**src/rtl/evw_pkg.sv**
```systemverilog
package evw_pkg;

  typedef enum logic {
    PWR_AWAKE  = 1'b0,
    PWR_ASLEEP = 1'b1
  } pwr_state_e;

  // Flag value after an awake cycle with no wait request.
  function automatic logic flag_hold_or_set(input logic flag_now, input logic src);
    return flag_now | src;
  endfunction

  // Whether a wait request while awake must be refused.
  function automatic logic wait_refused(input logic flag_now, input logic src,
                                        input logic qual);
    return flag_now | src | qual;
  endfunction

endpackage

```
**src/rtl/evw_pending.sv**
```systemverilog
module evw_pending #(
  parameter int N_LINES = 32
) (
  input  logic               clk,
  input  logic               rst_n,
  input  logic [N_LINES-1:0] req_i,
  input  logic [N_LINES-1:0] clr_i,
  input  logic [N_LINES-1:0] en_i,
  input  logic [N_LINES-1:0] prio_ok_i,
  input  logic               glb_mask_i,
  output logic [N_LINES-1:0] pend_o,
  output logic               new_pend_any_o,
  output logic               qual_any_o
);

  logic [N_LINES-1:0] pend_q;
  logic [N_LINES-1:0] rising_w;
  logic [N_LINES-1:0] eligible_w;

  // Lines moving from idle to pending this cycle.
  function automatic logic [N_LINES-1:0] fresh_lines(input logic [N_LINES-1:0] req,
                                                      input logic [N_LINES-1:0] pend);
    return req & ~pend;
  endfunction

  function automatic logic [N_LINES-1:0] ready_lines(input logic [N_LINES-1:0] pend,
                                                      input logic [N_LINES-1:0] en,
                                                      input logic [N_LINES-1:0] prio);
    return pend & en & prio;
  endfunction

  genvar gi;
  generate
    for (gi = 0; gi < N_LINES; gi++) begin : g_line
      always_ff @(posedge clk or negedge rst_n) begin
        if (!rst_n)          pend_q[gi] <= 1'b0;
        else if (req_i[gi])  pend_q[gi] <= 1'b1;
        else if (clr_i[gi])  pend_q[gi] <= 1'b0;
      end
    end
  endgenerate

  assign rising_w       = fresh_lines(req_i, pend_q);
  assign eligible_w     = ready_lines(pend_q, en_i, prio_ok_i);
  assign new_pend_any_o = |rising_w;
  assign qual_any_o     = (|eligible_w) & ~glb_mask_i;
  assign pend_o         = pend_q;

  // a request always lands, even against a clear
  p_req_wins_r6: assert property (@(posedge clk) disable iff (!rst_n)
    (req_i != '0) |=> ((pend_q & $past(req_i)) == $past(req_i)));

  // a clear without a request empties the line
  p_clr_empties_r6: assert property (@(posedge clk) disable iff (!rst_n)
    ((clr_i & ~req_i) != '0) |=> ((pend_q & $past(clr_i & ~req_i)) == '0));

endmodule

```
**src/rtl/evw_core.sv**
```systemverilog
module evw_core
  import evw_pkg::*;
(
  input  logic clk,
  input  logic rst_n,
  input  logic sev_i,
  input  logic sop_en_i,
  input  logic new_pend_any_i,
  input  logic qual_any_i,
  input  logic wfe_i,
  output logic flag_o,
  output logic sleep_o,
  output logic wake_o
);

  pwr_state_e state_q;
  logic       flag_q;
  logic       wake_q;
  logic       evt_src_w;
  logic       wake_cond_w;
  logic       asleep_w;

  assign evt_src_w   = sev_i | (sop_en_i & new_pend_any_i);
  assign wake_cond_w = evt_src_w | qual_any_i;
  assign asleep_w    = (state_q == PWR_ASLEEP);

  always_ff @(posedge clk or negedge rst_n) begin
    if (!rst_n) begin
      state_q <= PWR_AWAKE;
      flag_q  <= 1'b0;
      wake_q  <= 1'b0;
    end else begin
      wake_q <= asleep_w & wake_cond_w;
      if (asleep_w) begin
        flag_q <= 1'b0;
        if (wake_cond_w) state_q <= PWR_AWAKE;
      end else if (wfe_i) begin
        flag_q <= 1'b0;
        if (!wait_refused(flag_q, evt_src_w, qual_any_i)) state_q <= PWR_ASLEEP;
      end else begin
        flag_q <= flag_hold_or_set(flag_q, evt_src_w);
      end
    end
  end

  assign flag_o  = flag_q;
  assign sleep_o = asleep_w;
  assign wake_o  = wake_q;

  p_sev_sets_r2: assert property (@(posedge clk) disable iff (!rst_n)
    (!sleep_o && !wfe_i && sev_i) |=> flag_o);

  p_flag_quiet_r7: assert property (@(posedge clk) disable iff (!rst_n)
    (!sleep_o && !flag_o && !sev_i && !sop_en_i) |=> !flag_o);

  p_sleep_entry_r8: assert property (@(posedge clk) disable iff (!rst_n)
    (!sleep_o && wfe_i && !flag_o && !sev_i && !(sop_en_i && new_pend_any_i) && !qual_any_i)
      |=> (sleep_o && !flag_o));

  p_refuse_r9: assert property (@(posedge clk) disable iff (!rst_n)
    (!sleep_o && wfe_i && (flag_o || sev_i || qual_any_i)) |=> (!sleep_o && !flag_o));

  p_wake_exit_r10: assert property (@(posedge clk) disable iff (!rst_n)
    (sleep_o && (sev_i || qual_any_i)) |=> (wake_o && !sleep_o && !flag_o));

  p_wake_single_r11: assert property (@(posedge clk) disable iff (!rst_n)
    wake_o |=> !wake_o);

  p_wake_origin_r11: assert property (@(posedge clk) disable iff (!rst_n)
    (!sleep_o) |=> !wake_o || $past(sleep_o));

endmodule

```
**src/rtl/evt_wake_ctrl.sv**
```systemverilog
module evt_wake_ctrl #(
  parameter int N_LINES = 32
) (
  input  logic               clk,
  input  logic               rst_n,
  input  logic               sev_i,
  input  logic [N_LINES-1:0] irq_req_i,
  input  logic [N_LINES-1:0] irq_clr_i,
  input  logic [N_LINES-1:0] irq_en_i,
  input  logic [N_LINES-1:0] prio_ok_i,
  input  logic               glb_mask_i,
  input  logic               sop_en_i,
  input  logic               wfe_i,
  output logic [N_LINES-1:0] pend_o,
  output logic               evt_flag_o,
  output logic               exc_take_o,
  output logic               sleep_o,
  output logic               wake_o
);

  logic new_pend_any_w;
  logic qual_any_w;

  evw_pending #(.N_LINES(N_LINES)) u_pending (
    .clk            (clk),
    .rst_n          (rst_n),
    .req_i          (irq_req_i),
    .clr_i          (irq_clr_i),
    .en_i           (irq_en_i),
    .prio_ok_i      (prio_ok_i),
    .glb_mask_i     (glb_mask_i),
    .pend_o         (pend_o),
    .new_pend_any_o (new_pend_any_w),
    .qual_any_o     (qual_any_w)
  );

  evw_core u_core (
    .clk            (clk),
    .rst_n          (rst_n),
    .sev_i          (sev_i),
    .sop_en_i       (sop_en_i),
    .new_pend_any_i (new_pend_any_w),
    .qual_any_i     (qual_any_w),
    .wfe_i          (wfe_i),
    .flag_o         (evt_flag_o),
    .sleep_o        (sleep_o),
    .wake_o         (wake_o)
  );

  assign exc_take_o = qual_any_w;

  // the global mask keeps any interrupt from being taken
  p_mask_blocks_r5: assert property (@(posedge clk) disable iff (!rst_n)
    glb_mask_i |-> !exc_take_o);

  // a taken interrupt needs a pending line
  p_take_needs_pend_r5: assert property (@(posedge clk) disable iff (!rst_n)
    exc_take_o |-> (pend_o != '0));

endmodule

```
**config.mk**
```make
export PLATFORM = sky130hd
export DESIGN_NAME = evt_wake_ctrl
export DESIGN_NICKNAME = d
export VERILOG_FILES = /design/src/rtl/evw_pkg.sv /design/src/rtl/evw_pending.sv /design/src/rtl/evw_core.sv /design/src/rtl/evt_wake_ctrl.sv
export SDC_FILE = /design/constraint.sdc
export NUM_CORES = 1
export LEC_CHECK = 0
export ABC_AREA = 0
export ABC_CLOCK_PERIOD_IN_PS = 2300
export CORE_MARGIN = 2
export CORE_UTILIZATION = 32
export CTS_CLUSTER_DIAMETER = 100
export CTS_CLUSTER_SIZE = 14
export DETAILED_ROUTE_END_ITERATION = 10
export HOLD_SLACK_MARGIN = 0.05
export MAX_ROUTING_LAYER = met4
export PLACE_DENSITY_LB_ADDON = 0.12
export SLEW_MARGIN = 5
export SYNTH_ARGS = -nofsm -noshare
export SYNTH_HDL_FRONTEND = slang
export SYNTH_SLANG_ARGS = --single-unit
```
**constraint.sdc**
```tcl
create_clock -name clk -period 2.3 [get_ports clk]
set_input_delay 0.345 -clock clk [delete_from_list [all_inputs] [get_ports clk]]
set_output_delay 0.345 -clock clk [all_outputs]
set_load 0.02 [all_outputs]
```
# After elaboration in Yosys (flattened, before gate mapping)
# Cells that the tools add are included.
# totals
regBits	35
output_inout_bits	36
wordCells	151
in_bits	134
# op_classes
reduce_logical	34
bitwise	12
mux	70
# ops
operator	count
32-bit bitwise AND	3
1-bit 2-to-1 mux	70
2-bit nonzero test	32
32-bit OR reduction	2
32-bit inverter	1
1-bit bitwise OR	4
1-bit bitwise AND	3
1-bit inverter	1

# Logic depth before layout (Yosys ltp)
# Gate-level depths: netlist of run 1.
# logic_depth
depth_word	10
ltp_mapped	6
mapped_depth_nobuf	6

# Modules after synthesis
# Synthesis of run 1 repeated with hierarchy kept, for this count alone.
# hier_totals
hier_cells	201
area_unflattened_um2	1690.4
# modules_own_cells
mod	area_each_um2	seq_area_each_um2	instances	cells_per_inst
evw_pending	1570.3	800.8	1	192
evw_core	120.1	75.1	1	9

# Worst setup path after synthesis of run 1
# OpenSTA, ideal clock, no wires.
# synth_path
path_type	register to register
from	reg u_pending.pend_q[22] (netlist: u_pending.pend_o[22])
to	reg u_core.wake_q (netlist: u_core.wake_o)
setup_ns	0.124
required_ns	2.176
path_slack_ns	0.535
path_buffers	0
synth_period_minus_slack_ns	1.765
stages_incl_launch_ff	7
arrival_time_ns	1.641
path_cell_list	dfrtp_1 > and3_1 > a31oi_1 > nand3_1 > nor4_2 > a21oi_1 > o31a_1
# synth_via
word_cells_on_any_way	11
classes_between	bitwise: 9; reduce/logical: 2
# synth_lines
item	line_no	rtl
start: declaration	evw_pending.sv:16	logic [N_LINES-1:0] pend_q;
start signal: indexed assignment	evw_pending.sv:36	if (!rst_n) pend_q[gi] <= 1'b0;
start signal: indexed assignment	evw_pending.sv:37	else if (req_i[gi]) pend_q[gi] <= 1'b1;
start signal: indexed assignment	evw_pending.sv:38	else if (clr_i[gi]) pend_q[gi] <= 1'b0;
32-bit bitwise AND (2 in series)	evw_pending.sv:29	return pend & en & prio;
32-bit OR reduction	evw_pending.sv:46	assign qual_any_o = (|eligible_w) & ~glb_mask_i;
1-bit bitwise AND	evw_pending.sv:46	
net exc_take_o	evt_wake_ctrl.sv:16	output logic exc_take_o,
1-bit bitwise OR	evw_core.sv:24	assign wake_cond_w = evt_src_w | qual_any_i;
1-bit bitwise AND	evw_core.sv:33	wake_q <= asleep_w & wake_cond_w;
end signal: assignment	evw_core.sv:33	
end: declaration	evw_core.sv:18	logic wake_q;
# The timed path passes the listed nets, and every way through them passes these cells.
# A chain may end at the register's enable or synchronous reset.

# Final worst setup path of run 1
# layout_path
from	in prio_ok_i[22]
to	out exc_take_o
# layout_via
elab_chain_cells	3
# layout_rtl
item	line_no	rtl
start: declaration	evt_wake_ctrl.sv:10	input logic [N_LINES-1:0] prio_ok_i,
32-bit bitwise AND	evw_pending.sv:29	
32-bit OR reduction	evw_pending.sv:46	
1-bit bitwise AND	evw_pending.sv:46	
end: declaration	evt_wake_ctrl.sv:16	
# No other way between the ends.

==> results of run 1 <==
==> where the power goes <==
group	internal (mW)	switching [mW]	leakage, nW	total, mW
Clock	0.212	0.213	0.0422	0.425
Combinational	0.321	0.180	1.24	0.501
Sequential	0.656	0.0427	0.384	0.698
Total	1.19	0.435	1.66	1.62
==> flip-flops by register name, summed over array words and instances (netlist names) <==
signal	cells
u_core.wake_o	1
u_core.sleep_o	1
u_pending.pend_o	32
u_core.flag_o	1
==> cell families after synthesis <==
family                 Yosys count  synth area share
AND/OR/NAND/NOR                 51             0.172
AO/OA/AOI/OAI                   57             0.206
flip-flops                      35             0.505
buffers and inverters           54             0.117
==> per-stage QoR <==
stage | instance area, sq um | instances | TNS (ns)
after floorplan | 1740 | 197 | 0
after global placement | 3520 | 437 | -0.232
after detailed placement | 3520 | 437 | -0.231
after CTS | 3600 | 445 | 0
after global routing | 3600 | 445 | 0
final | 3600 | 445 | 0
==> synthesized netlist by cell type (all sizes together) <==
cell type / number / share of area
nand2b: 12 / 0.043
o31a: 1 / 0.0050
o21ai: 20 / 0.058
o2111ai: 4 / 0.020
nor2: 1 / 0.0022
a211oi: 1 / 0.0043
nor4: 6 / 0.029
a31oi: 9 / 0.032
and3: 8 / 0.029
o22ai: 8 / 0.029
a21o: 12 / 0.052
dfrtp: 35 / 0.50
nand3: 24 / 0.069
a21oi: 2 / 0.0058
inv: 54 / 0.12
==> timing repair <==
action,in CTS,in global routing
gates resized for setup,2,2
buffers inserted,0,0
hold buffers,0,0
endpoints found under the setup margin,1,1
==> area by class of cell <==
class,instances,area [sq um]
fill,430,1570
clock inverter,1,5.00
sequential,35,876
timing repair buffer,170,1690
inverter,54,203
multi-input combinational,108,663
clock buffer,7,76.3
tap,70,87.6
==> cell usage in the layout (no fill, tap or decap) <==
| cell type | n |
|---|---|
| a21o_1 | 12 |
| o2111ai_1 | 4 |
| nand3_1 | 24 |
| clkbuf_8 | 5 |
| and3_1 | 8 |
| buf_4 | 1 |
| o21ai_0 | 20 |
| buf_2 | 1 |
| o31a_1 | 1 |
| a211oi_1 | 1 |
| a21oi_1 | 2 |
| nor4_1 | 3 |
| inv_1 | 54 |
| nor2_1 | 1 |
| clkbuf_2 | 1 |
| clkbuf_1 | 2 |
| clkdlybuf4s50_1 | 167 |
| dfrtp_1 | 35 |
| nand2b_1 | 12 |
| clkinv_2 | 1 |
| a31oi_1 | 9 |
| o22ai_1 | 8 |
| nor4_2 | 3 |
==> per-layer routing <==
layer	vias up	track usage
met1	954	0.240
met5	-	-
met3	4	0.0651
met4	0	0.0446
met2	95	0.417
li1	1023	-
==> path summary, 6_finish.rpt <==
check	to	slack (ns)
setup / recovery	exc_take_o	0.16
hold / removal	u_pending.pend_o[12]$_DFFE_PN0P_	0.15
hold reg to reg	u_core.flag_o$_DFF_PN0_	0.49
max in group asynchronous	u_pending.pend_o[19]$_DFFE_PN0P_	1.64
setup reg to reg	u_core.wake_o$_DFF_PN0_	0.50
min in group clk	u_core.flag_o$_DFF_PN0_	0.49
==> worst max-delay path: stages <==
cell	delay [ns]
clkdlybuf4s50_1	0.40
and3_1	0.18
a31oi_1	0.17
nand3_1	0.11
nor4_2	0.29
a21oi_1	0.12
clkbuf_2	0.18
==> run_results.csv, run 1 <==
group,metric,value,unit
outcome,outcome,"finished, final reports clean",
global_routing,antenna_found_initial,0,
power,p_leak,1.66,nW
logic_synthesis,ys.warnings.count,0,
global_routing,grt_overflow_total,0,
floorplanning,core-area,5170,sq um
worst_hold_path,hp-class,"primary input to async pin",
power,total_power,1.62,mW
flow_run,cap_viol_max_count,0,
setup_path,worstPathRequired,1.96,ns
sta,fmax,0.468,GHz
layout,antenna_cells,0,
setup_path,endpoint_kind,"output port",
sta,setup_viol_count_final,0,
routing,top_layer,"met4",
logic_synthesis,synth.net_count,331,
global_routing,grt_pass1_wl,10400,um
setup_path,cp.arrival,1.79,ns
logic_synthesis,netlist_instances,197,
routing,wl_met1,2470,um
logic_synthesis,synth-seq-cells,35,
power,pwr_density_cell,451,nW/um^2
placed_design,io_buffers,169,
sta,relSlewSlack,0.463,
floorplanning,design.portCount,170,
logic_synthesis,syn_avg_cell_area,8.81,sq um
routing,remaining_drc_errors,0,
placed_design,gp_congestion,0.800,
logic_synthesis,syn_area,1740,sq um
routing,drtIter0Drc,89,
layout,fin_util,0.696,
clocking,clk_pin_slew,0.07,ns
placed_design,place_worst_setup_slack,-0.231,ns
layout,final_nets,508,
routing,vias,2076,
sta,setup_ws,0.165,ns
layout,drive_gt1_frac,0.0320,
clocking,h-tree-depth,2,
sta,hold_ws,0.148,ns
sta,slew_violations,0,
floorplanning,fp.dieW,77.6,um
routing,viasPerCell,4.67,
setup_path,r2r_start,"u_pending.pend_o[22]$_DFFE_PN0P_",
floorplanning,row_count,26,
clocking,cts_num_sinks,35,
power,ir_drop,285,uV
layout,areaGrowthSynthToFinish,107,%
routing,drt_first_pass_iters,4,
sta,fin_crit,2.14,ns
sta,hold_viol_final,0,
clocking,clock_latency,0.28,ns
sta,rsz0062_at_grt,"no",
setup_path,critPathKind,"primary input to output port",
placed_design,dpl.hpwl,5540,um
setup_path,cp_max_fo,2,
sta,period_share,0.928,
global_routing,grt_pass1_vias,2165,
floorplanning,die_area,6030,sq um
routing,dr_wl_met2,3430,um
setup_path,rr_worst_depth,7,
logic_synthesis,ys_seq_area_frac,0.505,
sta,finClkSkew,0.00228,ns
global_routing,grt_use_total,0.226,
floorplanning,die_h,77.6,um
global_routing,grt_max_degree,36,
clocking,cts_max_path_buffers,2,
clocking,cts_tree,"done",
routing,wl_met3,559,um
floorplanning,initial_core_util,0.336,
sta,worst_pin_slew,0.806,ns
clocking,cts_root_buffer,"clkbuf_8",
routing,postRouteAntennaNets,0,
routing,wl_per_cell,14.7,um
logic_synthesis,synth_cell_types,16,
routing,finalWirelength,6520,um
setup_path,start_kind,"primary input",
clocking,numCtsBuffers,5,
setup_path,crit_path_start,"prio_ok_i[22]",
Note: power is estimated with default switching activity, not from simulation.
==> run 2: changes to the inputs <==
--- a/config.mk
+++ b/config.mk
@@ -7,8 +7,10 @@
 export LEC_CHECK = 0
 export ABC_AREA = 0
 export ABC_CLOCK_PERIOD_IN_PS = 2300
+export CELL_PAD_IN_SITES_DETAIL_PLACEMENT = 0
+export CELL_PAD_IN_SITES_GLOBAL_PLACEMENT = 2
 export CORE_MARGIN = 2
-export CORE_UTILIZATION = 32
+export CORE_UTILIZATION = 15
 export CTS_CLUSTER_DIAMETER = 100
 export CTS_CLUSTER_SIZE = 14
 export DETAILED_ROUTE_END_ITERATION = 10
==> run_results.csv, run 2 (synthesized netlist as in run 1, its figures left out) <==
group,metric,value,unit
routing,remaining_drc_errors,0,
power,total_power,1.96,mW
layout,mostFrequentLayoutCell,"clkdlybuf4s50_1",
power,combPwrFrac,0.272,
sta,hold_viol_final,0,
placed_design,dpl.hpwl,6760,um
power,p_int,1.45,mW
clocking,numCtsBuffers,5,
sta,setup_viol_count_final,0,
clocking,cts_root_buffer,"clkbuf_16",
layout,drive_gt1_frac,0.0679,
global_routing,antenna_found_initial,0,
clocking,h-tree-depth,2,
routing,drtIter0Drc,42,
setup_path,cp.arrival,1.85,ns
sta,finClkSkew,0.00591,ns
setup_path,critPathKind,"primary input to output port",
layout,final_cell_area,3870,sq um
floorplanning,core-area,11400,sq um
floorplanning,die_area,12400,sq um
floorplanning,initial_core_util,0.153,
routing,wl_per_cell,15.0,um
clocking,cts_tree,"done",
floorplanning,design.portCount,170,
setup_path,worstPathRequired,1.96,ns
routing,finalWirelength,7910,um
power,switching_share,0.258,
sta,slew_violations,0,
clocking,clk_pin_slew,0.06,ns
clocking,cts_num_sinks,35,
global_routing,grt_overflow_total,0,
layout,areaGrowthSynthToFinish,123,%
global_routing,use_met2,0.224,
layout,fin_util,0.340,
clocking,clock_latency,0.28,ns
power,pwr_density_cell,506,nW/um^2
worst_hold_path,hp-class,"register to register",
placed_design,io_buffers,169,
global_routing,grt_pass1_vias,2262,
layout,largest_reg_flops,32,
global_routing,use_met1,0.162,
placed_design,placed_area,3660,sq um
floorplanning,fp.dieW,112,um
layout,layout_common_cells,"clkdlybuf4s50_1 (167), inv_1 (54), dfrtp_1 (35)",
placed_design,gp_congestion,0.760,
global_routing,met3_usage,0.0294,
routing,postRouteAntennaNets,0,
sta,fin_crit,2.19,ns
global_routing,grt_pass1_wl,12200,um
floorplanning,die_h,112,um
setup_path,endpoint_kind,"output port",
flow_run,cap_viol_max_count,0,
sta,hold_ws,0.511,ns
sta,period_share,0.953,
power,power.share.clock,0.372,
sta,relSlewSlack,0.704,
power,p_sw,0.504,mW
floorplanning,row_count,39,
global_routing,grt_use_total,0.132,
routing,drt_first_pass_iters,4,
sta,rsz0062_at_grt,"no",
layout,antenna_cells,0,
clocking,cts_max_path_buffers,2,
outcome,outcome,"finished, final reports clean",
clocking,postCtsSetupBuffers,0,
sta,worst_pin_slew,0.439,ns
layout,final_nets,516,
setup_path,cp_max_fo,2,
power,p_leak,1.74,nW
power,seqPwrFrac,0.356,
global_routing,top_usage_layer,"met2",
setup_path,start_kind,"primary input",
global_routing,grt_max_degree,20,
power,ir_drop,268,uV
routing,vias,2061,
routing,viasPerCell,3.92,
sta,fmax,0.456,GHz
## run 2: changes by cell type in the layout (fill, tap and decap cells not counted), sizes merged
cell,delta
dlygate4sd3,+1
buf,+8
clkinv,-1
## run 2: layer usage
layer,part of all wire,wire [um],up-vias
met4,0.0061,48,0
met1,0.45,3530,928
met5,0,0,-
met2,0.49,3870,88
li1,-,-,1043
met3,0.058,462,2
## run 2: final cells by class
cell class	instances	area [sq um]
fill	1212	7500
tap	143	179
sequential	35	876
inverter	54	203
timing repair buffer	178	1750
multi-input combinational	108	704
clock buffer	8	156
## run 2: power by group through the flow
stage | Sequential (mW) | Combinational (mW) | Clock [mW]
finish | 0.697 | 0.533 | 0.729
detailed placement | 0.710 | 0.529 | 0
floorplan | 0.751 | 0.100 | 0
global route | 0.706 | 0.578 | 0.782
global placement | 0.709 | 0.527 | 0
CTS | 0.699 | 0.542 | 0.759
## run 2: worst max-delay path, stage by stage
cell and delay (ns):
clkdlybuf4s50_1 0.39, and3_1 0.18, a31oi_2 0.17, nand3_2 0.13, nor4_4 0.33, a21oi_2 0.12
buf_2 0.18
## run 2: repair_timing
action | CTS | global route
endpoints found under the setup margin | 1 | 1
resized for setup | 8 | 4
hold endpoints to repair | 16 | 0
hold buffers | 1 | 0
pin swaps | 1 | 1
## run 2: final timing paths
kind / from / to / slack, ns / cells past startpoint
worst max register to register: u_pending.pend_o[30]$_DFFE_PN0P_ / u_core.wake_o$_DFF_PN0_ / 0.41 / 7
worst max-delay path: prio_ok_i[30] / exc_take_o / 0.11 / 7
min in group asynchronous: rst_n / u_pending.pend_o[26]$_DFFE_PN0P_ / 0.54 / 2
worst min-delay path: u_core.sleep_o$_DFF_PN0_ / u_core.flag_o$_DFF_PN0_ / 0.51 / 1
max in group asynchronous: rst_n / u_pending.pend_o[21]$_DFFE_PN0P_ / 1.11 / 3
worst min register to register: u_core.sleep_o$_DFF_PN0_ / u_core.flag_o$_DFF_PN0_ / 0.51 / 1
## run 2: through the flow
step	worst slack [ns]	setup TNS, ns	cells
after floorplan	0.535	0	197
after global placement	-0.395	-0.435	517
after detailed placement	-0.400	-0.448	517
after CTS	0.00428	0	526
after global routing	0.0260	0	526
final	0.109	0	526
